--- src/rtl/idr_pkg.sv ---
package idr_pkg;
    localparam int ID_W  = 8;
    localparam int VEC_W = 8;

    localparam logic [2:0] MODE_FIXED  = 3'd0;
    localparam logic [2:0] MODE_LOWEST = 3'd1;

    typedef enum logic {
        ST_IDLE = 1'b0,
        ST_SEND = 1'b1
    } idr_state_e;

    typedef struct packed {
        logic [VEC_W-1:0] vector;
        logic             level;
    } idr_job_t;
endpackage

--- src/rtl/idr_target_mask.sv ---
module idr_target_mask
    import idr_pkg::*;
#(
    parameter int NUM_CPU = 8
) (
    input  logic [ID_W-1:0]         dest,
    input  logic                    logical,
    input  logic [NUM_CPU-1:0]      present,
    input  logic [NUM_CPU*ID_W-1:0] phys_flat,
    input  logic [NUM_CPU*ID_W-1:0] log_flat,
    output logic [NUM_CPU-1:0]      tgt_mask
);
    localparam logic [ID_W-1:0] BCAST = '1;

    logic [NUM_CPU-1:0] phys_hit;
    logic [NUM_CPU-1:0] log_hit;
    logic [NUM_CPU-1:0] first_hit;

    for (genvar g = 0; g < NUM_CPU; g++) begin : g_cmp
        assign phys_hit[g] = present[g] && (phys_flat[g*ID_W +: ID_W] == dest);
        assign log_hit[g]  = present[g] && (|(log_flat[g*ID_W +: ID_W] & dest));
    end

    always_comb begin
        logic found;
        found     = 1'b0;
        first_hit = '0;
        for (int i = 0; i < NUM_CPU; i++) begin
            if (phys_hit[i] && !found) begin
                first_hit[i] = 1'b1;
                found        = 1'b1;
            end
        end
    end

    always_comb begin
        if (logical)
            tgt_mask = (dest == '0) ? '0 : log_hit;
        else if (dest == BCAST)
            tgt_mask = present;
        else
            tgt_mask = first_hit;
    end
endmodule

--- src/rtl/idr_prio_pick.sv ---
module idr_prio_pick #(
    parameter int NUM_CPU = 8,
    parameter int PRIO_W  = 8
) (
    input  logic [NUM_CPU-1:0]        cand,
    input  logic [NUM_CPU*PRIO_W-1:0] prio_flat,
    output logic [NUM_CPU-1:0]        win_onehot
);
    always_comb begin
        logic              found;
        logic [PRIO_W-1:0] best;
        found      = 1'b0;
        best       = '0;
        win_onehot = '0;
        for (int i = 0; i < NUM_CPU; i++) begin
            if (cand[i] && (!found || prio_flat[i*PRIO_W +: PRIO_W] < best)) begin
                found      = 1'b1;
                best       = prio_flat[i*PRIO_W +: PRIO_W];
                win_onehot = '0;
                win_onehot[i] = 1'b1;
            end
        end
    end
endmodule

--- src/rtl/intr_dest_resolver.sv ---
module intr_dest_resolver
    import idr_pkg::*;
#(
    parameter int NUM_CPU = 8,
    parameter int PRIO_W  = 8,
    localparam int IDX_W  = (NUM_CPU > 1) ? $clog2(NUM_CPU) : 1
) (
    input  logic                      clk,
    input  logic                      rst,
    input  logic                      req_valid,
    output logic                      req_ready,
    input  logic [ID_W-1:0]           req_dest,
    input  logic                      req_logical,
    input  logic [2:0]                req_mode,
    input  logic [VEC_W-1:0]          req_vec,
    input  logic                      req_level,
    input  logic [NUM_CPU-1:0]        cpu_present,
    input  logic [NUM_CPU*ID_W-1:0]   cpu_phys_id,
    input  logic [NUM_CPU*ID_W-1:0]   cpu_log_id,
    input  logic [NUM_CPU*PRIO_W-1:0] cpu_prio,
    output logic                      inj_valid,
    input  logic                      inj_ready,
    output logic [IDX_W-1:0]          inj_cpu,
    output logic [VEC_W-1:0]          inj_vector,
    output logic                      inj_level,
    output logic                      done,
    output logic                      unsupported
);
    idr_state_e         state_q;
    idr_job_t           job_q;
    logic [NUM_CPU-1:0] pend_q;
    logic               done_q;
    logic               unsup_q;

    logic [NUM_CPU-1:0] tgt_mask;
    logic [NUM_CPU-1:0] win_onehot;
    logic [NUM_CPU-1:0] sel_mask;
    logic [NUM_CPU-1:0] cur_onehot;
    logic [NUM_CPU-1:0] pend_next;
    logic [IDX_W-1:0]   cur_idx;
    logic               accept;
    logic               is_fixed;
    logic               is_lowest;

    idr_target_mask #(.NUM_CPU(NUM_CPU)) mask_i (
        .dest      (req_dest),
        .logical   (req_logical),
        .present   (cpu_present),
        .phys_flat (cpu_phys_id),
        .log_flat  (cpu_log_id),
        .tgt_mask  (tgt_mask)
    );

    idr_prio_pick #(.NUM_CPU(NUM_CPU), .PRIO_W(PRIO_W)) pick_i (
        .cand       (tgt_mask),
        .prio_flat  (cpu_prio),
        .win_onehot (win_onehot)
    );

    assign req_ready = (state_q == ST_IDLE);
    assign accept    = req_valid && req_ready;
    assign is_fixed  = (req_mode == MODE_FIXED);
    assign is_lowest = (req_mode == MODE_LOWEST);
    assign sel_mask  = is_lowest ? win_onehot : tgt_mask;

    always_comb begin
        logic found;
        found      = 1'b0;
        cur_idx    = '0;
        cur_onehot = '0;
        for (int i = 0; i < NUM_CPU; i++) begin
            if (pend_q[i] && !found) begin
                found         = 1'b1;
                cur_idx       = IDX_W'(i);
                cur_onehot[i] = 1'b1;
            end
        end
    end

    assign pend_next = pend_q & ~cur_onehot;

    always_ff @(posedge clk) begin
        if (rst) begin
            state_q <= ST_IDLE;
            job_q   <= '0;
            pend_q  <= '0;
            done_q  <= 1'b0;
            unsup_q <= 1'b0;
        end else begin
            done_q  <= 1'b0;
            unsup_q <= 1'b0;
            case (state_q)
                ST_IDLE: begin
                    if (accept) begin
                        job_q.vector <= req_vec;
                        job_q.level  <= req_level;
                        if (!is_fixed && !is_lowest) begin
                            unsup_q <= 1'b1;
                            done_q  <= 1'b1;
                        end else if (sel_mask == '0) begin
                            done_q  <= 1'b1;
                        end else begin
                            pend_q  <= sel_mask;
                            state_q <= ST_SEND;
                        end
                    end
                end
                ST_SEND: begin
                    if (inj_ready) begin
                        pend_q <= pend_next;
                        if (pend_next == '0) begin
                            done_q  <= 1'b1;
                            state_q <= ST_IDLE;
                        end
                    end
                end
                default: state_q <= ST_IDLE;
            endcase
        end
    end

    assign inj_valid   = (state_q == ST_SEND);
    assign inj_cpu     = cur_idx;
    assign inj_vector  = job_q.vector;
    assign inj_level   = job_q.level;
    assign done        = done_q;
    assign unsupported = unsup_q;
endmodule

--- config.mk ---
export PLATFORM = sky130hd
export DESIGN_NAME = intr_dest_resolver
export DESIGN_NICKNAME = d
export VERILOG_FILES = /design/src/rtl/idr_pkg.sv /design/src/rtl/idr_target_mask.sv /design/src/rtl/idr_prio_pick.sv /design/src/rtl/intr_dest_resolver.sv
export SDC_FILE = /design/constraint.sdc
export NUM_CORES = 1
export LEC_CHECK = 0
export BUFFER_PORTS_ARGS = -buffer_cell sky130_fd_sc_hd__buf_2
export CORE_MARGIN = 1
export CORE_UTILIZATION = 43
export CTS_CLUSTER_DIAMETER = 100
export DETAILED_ROUTE_END_ITERATION = 8
export PLACE_DENSITY = 0.79
export SLEW_MARGIN = 20
export SYNTH_ARGS = -nofsm -noshare
export SYNTH_HDL_FRONTEND = slang
export SYNTH_SLANG_ARGS = --single-unit
--- constraint.sdc ---
create_clock -name clk -period 17.55 [get_ports clk]
set_input_delay 2.6325 -clock clk [delete_from_list [all_inputs] [get_ports clk]]
set_output_delay 2.6325 -clock clk [all_outputs]
set_load 0.02 [all_outputs]
==> run summary, run 1 <==
Status: finished clean
Root buffer cell: clkbuf_8
Die area: 11540 sq um
Leak pwr: 3.051 nW
Async S/R FF share, synth: 0
Total power: 0.2841 mW
Chip height: 107.4 um
Worst skew pair latency: 0.26 ns
Total Routing Usage GR: 0.2852
Pre-Repair DR Iteration Count: 7
Critical path data arrival time: 16.60 ns
Min-delay worst type: reg -> reg
Clock Path Buffers: 2
Clock sink count: 20
Initial core utilization: 0.4408
Most frequent cells in the layout: 240 x buf_2, 55 x nand2_1, 49 x ha_1
DR vias: 5914
Req. time, crit path: 17.74 ns
Cell mode on critical path: ha_1
Routed WL per cell: 16.61 um
Setup Skew: 0.003433 ns
Largest net degree at the start of global routing: 23
Die width: 107.4 um
Final Hold Fails: 0
Synthesis-stage register bit count: 20
Fin Setup TNS: 0 ns
Max Fclk: 60.93 MHz
Tmin final: 16.41 ns
# H-tree levels: 1
Total Wirelength: 17100 um
Area grow syn2layout: 32.05%
Max Cap Viol: 0
Most common cell after layout, fill and taps aside: buf_2
Diode count: 0
Num ports: 241
Yosys warns: 0
Global-route wire length before repair: 26620 um
Critical path endpoint category: register
Post-synthesis sequential area ratio: 0.08379
CTS tree: done
RD Place Congestion: 0.9898
Vias per cell: 5.747
Synthesized Nets: 928
Max stage delay on crit path: 0.55 ns
Placed Cells incl. Taps: 1024
Vias in the first global route: 5479
Synth area leaders: ha_1 13%, dfxtp_1 8.4%, xnor2_1 6.4%
Unique masters post-synth: 78
Final #Nets: 1164
Peak VDD IR: 0.00002706 V
Post-synth EDFFs: 0
Met3 Use GR: 0.04479
Max Slew Vio Count: 0
Final setup violation count: 0
Yosys top cell area share: 0.1283
Hpwl dp: 14370 um
Syn Area/Cell: 7.306 sq um
GR Layer Usage met1: 0.3999
Met2 Resource Use GR: 0.4590
Cell area power density: 45.02 nW/um^2
Core box area: 10840 sq um
Startpoint Class: primary input
# DRC: 0
DRT antenna net count: 0
Port-buffer cells: 240
Ys flop type: dfxtp_1
Final Util: 0.5821
Max FO, Critical Path: 14
Remaining global-route overflow: 0
Worst-Margin Slew: 0.9644 ns
Non-filler cells, final: 1029
Mapped Area: 4778 sq um
Iter 0 DRT Violations: 463
Share of cells above drive strength 1: 0.3532
CP Class: in -> reg
Cell count after synthesis: 654
CTS clk-pin slew, worst paths: 0.07 ns
Total CTS buffers: 3
Slowest CP cell: or4_4
Period utilisation layout: 0.9352
Initial antenna violation count: 0
Area leader, netlist: ha_1
Top Usage Layer GRT: met2
Slew Limit Headroom: 0.3503
Hold Slack: 0.4526 ns
Num rows: 38
[critical path: cells and delay by family]
kind	cells	cell delay, ns
mux	4	1.31
simple gates	18	3.83
buf+inv	10	1.20
fa+ha+maj	7	1.77
compound gates	29	5.87
[metal layers]
metal	share of wire	vias up	wire (um)
met3	0.086	20	1476
li1	-	2924	-
met2	0.44	302	7589
met4	0.012	0	204
met1	0.46	2668	7825
met5	0	-	0
[flip-flops by register name, summed over array words and instances (netlist names)]
signal,cells
inj_vector,8
inj_level,1
pend_q,8
unsupported,1
done,1
inj_valid,1
[cell type report]
type                    instances  area, sq um
clock buffers                   4        55.05
repair buffers                262         1366
fillers                      1045         4531
flip-flops and latches         20        400.4
well taps                     140        175.2
multi-input cells             555         4133
inverters                      48        180.2
[Yosys cell counts (3+ instances only)]
library cell and number:
nand3_1 18, a21o_1 20, mux2i_1 8, xor2_1 29, and3_1 4, a221oi_1 4, inv_1 48, a32oi_1 5
a22oi_1 26, nor3_1 18, nor2b_1 8, nor4_1 9, a21oi_1 38, buf_2 5, a211oi_1 3, o41ai_1 3
nand3b_1 4, a31oi_1 10, or3_1 3, xnor2_1 35, o21a_1 5, mux2_2 21, o21ai_1 5, dfxtp_1 20
nor2_1 40, and4_1 3, o21ai_0 32, nand2_1 55, a32o_1 4, a22o_1 3, o211ai_1 5, ha_1 49
o22ai_1 3, o31a_1 3, nand2b_1 8, nand4_1 23, buf_1 7, clkbuf_1 15
[stage by stage]
stage,setup slack (ns),cell area [sq um]
floorplan,0.5152,4778
global placement,0.4697,6167
detailed placement,0.02853,6167
CTS,0.2298,6222
global route,-0.003698,6310
finish,1.137,6310
[cells by family after synthesis]
| kind of cell | synth area share |
|---|---|
| buffers and inverters | 0.06808 |
| flip-flops | 0.08379 |
| XOR/XNOR | 0.1173 |
| AND/OR/NAND/NOR | 0.2213 |
| multiplexers | 0.06625 |
| adder cells (fa/ha/maj) | 0.1325 |
| AO/OA/AOI/OAI | 0.3108 |
[power by group]
group          internal [mW]  switching, mW
sequential            0.0474        0.00149
combinational         0.0916          0.108
clock                 0.0200         0.0154
total                  0.159          0.125
[path summary, 6_finish.rpt]
path                  from       endpoint  slack [ns]  cells past startpoint
max            req_dest[4]      pend_q[2]        1.14                     68
min          inj_vector[3]  inj_vector[3]        0.45                      2
max reg2reg      inj_valid      pend_q[5]       15.05                      7
min reg2reg  inj_vector[3]  inj_vector[3]        0.45                      2
[timing repair]
item | CTS | global route
setup endpoints to repair | 0 | 10
gates resized for setup | 0 | 14
hold buffers | 0 | 0
buffers inserted | 0 | 1
Power figures use the tool's default switching activity.
==> inputs of run 2 (changes only) <==
==> constraint.sdc (replaced) <==
create_clock -name clk -period 17.55 [get_ports clk]
set_input_delay 1.755 -clock clk [delete_from_list [all_inputs] [get_ports clk]]
set_output_delay 1.755 -clock clk [all_outputs]
set_load 0.02 [all_outputs]
==> run 2 against run 1 <==
Net effect: first-iteration DRC count decreased by 9.1%; highest routed layer unchanged; largest cell class unchanged; clock-buffer cell count unchanged; largest power group unchanged; die area unchanged; hold slack improved by 0.0048 ns; global-route usage decreased by 0.21 points; power decreased by 1.8%.
==> run summary, run 2 (synthesis gave the netlist of run 1 again) <==
Status: finished clean
Die width: 107.4 um (unchanged)
Final #Nets: 1157 (-0.60%)
Vias in the first global route: 5584 (+1.9%)
Period utilisation layout: 0.9333 (-0.001914)
Slowest CP cell: or4_4
Clock sink count: 20 (unchanged)
Net load switching power: 0.1226 mW (-2.0%)
Max FO, Critical Path: 15 (+1)
Flop pwr share: 0.176 (+0.004)
Total CTS buffers: 3 (unchanged)
# DRC: 0 (unchanged)
Pre-Repair DR Iteration Count: 7 (unchanged)
Slew Limit Headroom: 0.3688 (+0.01847)
Hpwl dp: 14110 um (-1.8%)
Total Wirelength: 16660 um (-2.5%)
Worst-Margin Slew: 0.9370 ns (-0.02741 ns)
Critical path data arrival time: 16.54 ns (-0.06 ns)
Max Slew Vio Count: 0 (unchanged)
Top Family by Delay on Critical Path: compound AO/OA/AOI/OAI gates
Tmin final: 16.38 ns (-0.03359 ns)
Crit path buffers/inverters: 10 (unchanged)
Setup Skew: 0.005612 ns (+0.002179 ns)
Max Cap Viol: 0 (unchanged)
Max stage delay on crit path: 0.56 ns (about the same)
Num rows: 38 (unchanged)
Peak VDD IR: 0.00003233 V (+20%)
CTS tree: done
Area grow syn2layout: 30.37%
Initial core utilization: 0.4408 (unchanged)
Total Routing Usage GR: 0.2831 (-0.002072)
Cell area power density: 44.78 nW/um^2 (-0.54%)
CP Class: in -> reg
Clk pwr share: 0.126 (about the same)
DR vias: 5893 (-0.36%)
Iter 0 DRT Violations: 421 (-9.1%)
Die area: 11540 sq um (unchanged)
Share of cells above drive strength 1: 0.3458 (-0.007401)
Post-CTS Hold Buffers: 0 (unchanged)
Root buffer cell: clkbuf_8
Fillcell total: 1058 (+1.2%)
Switch share: 0.4395 (-0.0006874)
Vias per cell: 5.766 (+0.33%)
Non-filler cells, final: 1022 (-0.68%)
# H-tree levels: 1 (unchanged)
Remaining global-route overflow: 0 (unchanged)
Clock Path Buffers: 2 (unchanged)
Final Hold Fails: 0 (unchanged)
Final setup violation count: 0 (unchanged)
Num ports: 241 (unchanged)
Min-delay worst type: reg -> reg
RD Place Congestion: 0.9296 (-6.1%)
Power Internal: 0.1563 mW (-1.7%)
Port-buffer cells: 240 (unchanged)
Startpoint Class: primary input
Req. time, crit path: 17.71 ns (-0.03 ns)
Core box area: 10840 sq um (unchanged)
Chip height: 107.4 um (unchanged)
Leak pwr: 2.991 nW (-2.0%)
Final Util: 0.5747 (-0.007387)
Initial antenna violation count: 0 (unchanged)
Comb pwr share: 0.698 (-0.005)
Most common cell after layout, fill and taps aside: buf_2
Placed Cells incl. Taps: 1017 (-0.68%)
Largest net degree at the start of global routing: 23 (unchanged)
DRT antenna net count: 0 (unchanged)
Worst skew pair latency: 0.26 ns (about the same)
Cell mode on critical path: ha_1
Max Fclk: 61.05 MHz (+0.21%)
Diode count: 0 (unchanged)
Most frequent cells in the layout: 240 x buf_2, 55 x nand2_1, 49 x ha_1
Routed WL per cell: 16.30 um (-1.9%)
Critical path endpoint category: register
CTS clk-pin slew, worst paths: 0.07 ns (about the same)
Global-route wire length before repair: 26740 um (+0.44%)
[run 2: per-layer routing]
metal | vias to the layer above | wire (um) | global-route usage
li1 | 2909 | - | -
met1 | 2693 | 7738 | 0.3999
met2 | 261 | 7335 | 0.4581
met3 | 30 | 1326 | 0.04298
met4 | 0 | 261 | 0.04501
met5 | - | 0 | 0
[run 2: final timing paths]
| path | from | endpoint | slack (ns) | cells after the start |
|---|---|---|---|---|
| setup / recovery | req_dest[4] | pend_q[5] | 1.17 | 70 |
| hold / removal | inj_vector[5] | inj_vector[5] | 0.46 | 2 |
| setup reg to reg | inj_valid | pend_q[5] | 15.14 | 7 |
| hold reg to reg | inj_vector[5] | inj_vector[5] | 0.46 | 2 |
[run 2: cell type report]
cell class | count | area, sq um | area share
inverters | 48 | 180.2 | 0.02892
multi-input cells | 555 | 4105 | 0.6590
well taps | 140 | 175.2 | 0.02812
clock buffers | 4 | 55.05 | 0.008837
repair buffers | 255 | 1314 | 0.2109
flip-flops and latches | 20 | 400.4 | 0.06427
[run 2: stage by stage]
stage          power [mW]  setup TNS (ns)  hold slack (ns)  worst slack [ns]  cell area [sq um]
2_1_floorplan      0.1768               0           0.5031             1.393               4778
4_1_cts            0.2743               0           0.4576            0.3780               6170
5_1_grt            0.3045        -0.01297           0.4702          -0.01297               6230
6_report           0.2789               0           0.4574             1.170               6230
3_3_place_gp       0.2354               0           0.4399            0.5994               6115
3_5_place_dp       0.2385               0           0.4432            0.1391               6115
[run 2: worst reg2reg max path: stages, from the launching register on]
cell and delay, ns:
dfxtp_1 0.43, inv_1 0.18, nand2_1 0.28, nor3_1 0.66, nand3_1 0.18, o41ai_2 0.11
nor2_1 0.09, a2111oi_2 0.37
[run 2: repair_timing]
item / 4_1_cts / 5_1_grt
setup endpoints to repair: 0 / 10
resized for setup: 0 / 10
setup buffers: 0 / 1
[run 2: power by group through the flow]
| stage | Sequential (mW) | Combinational [mW] | Clock [mW] |
|---|---|---|---|
| 2_1_floorplan | 0.0516 | 0.125 | 0 |
| 3_3_place_gp | 0.0499 | 0.185 | 0 |
| 3_5_place_dp | 0.0500 | 0.188 | 0 |
| 4_1_cts | 0.0490 | 0.190 | 0.0356 |
| 5_1_grt | 0.0492 | 0.218 | 0.0375 |
| 6_report | 0.0490 | 0.195 | 0.0353 |
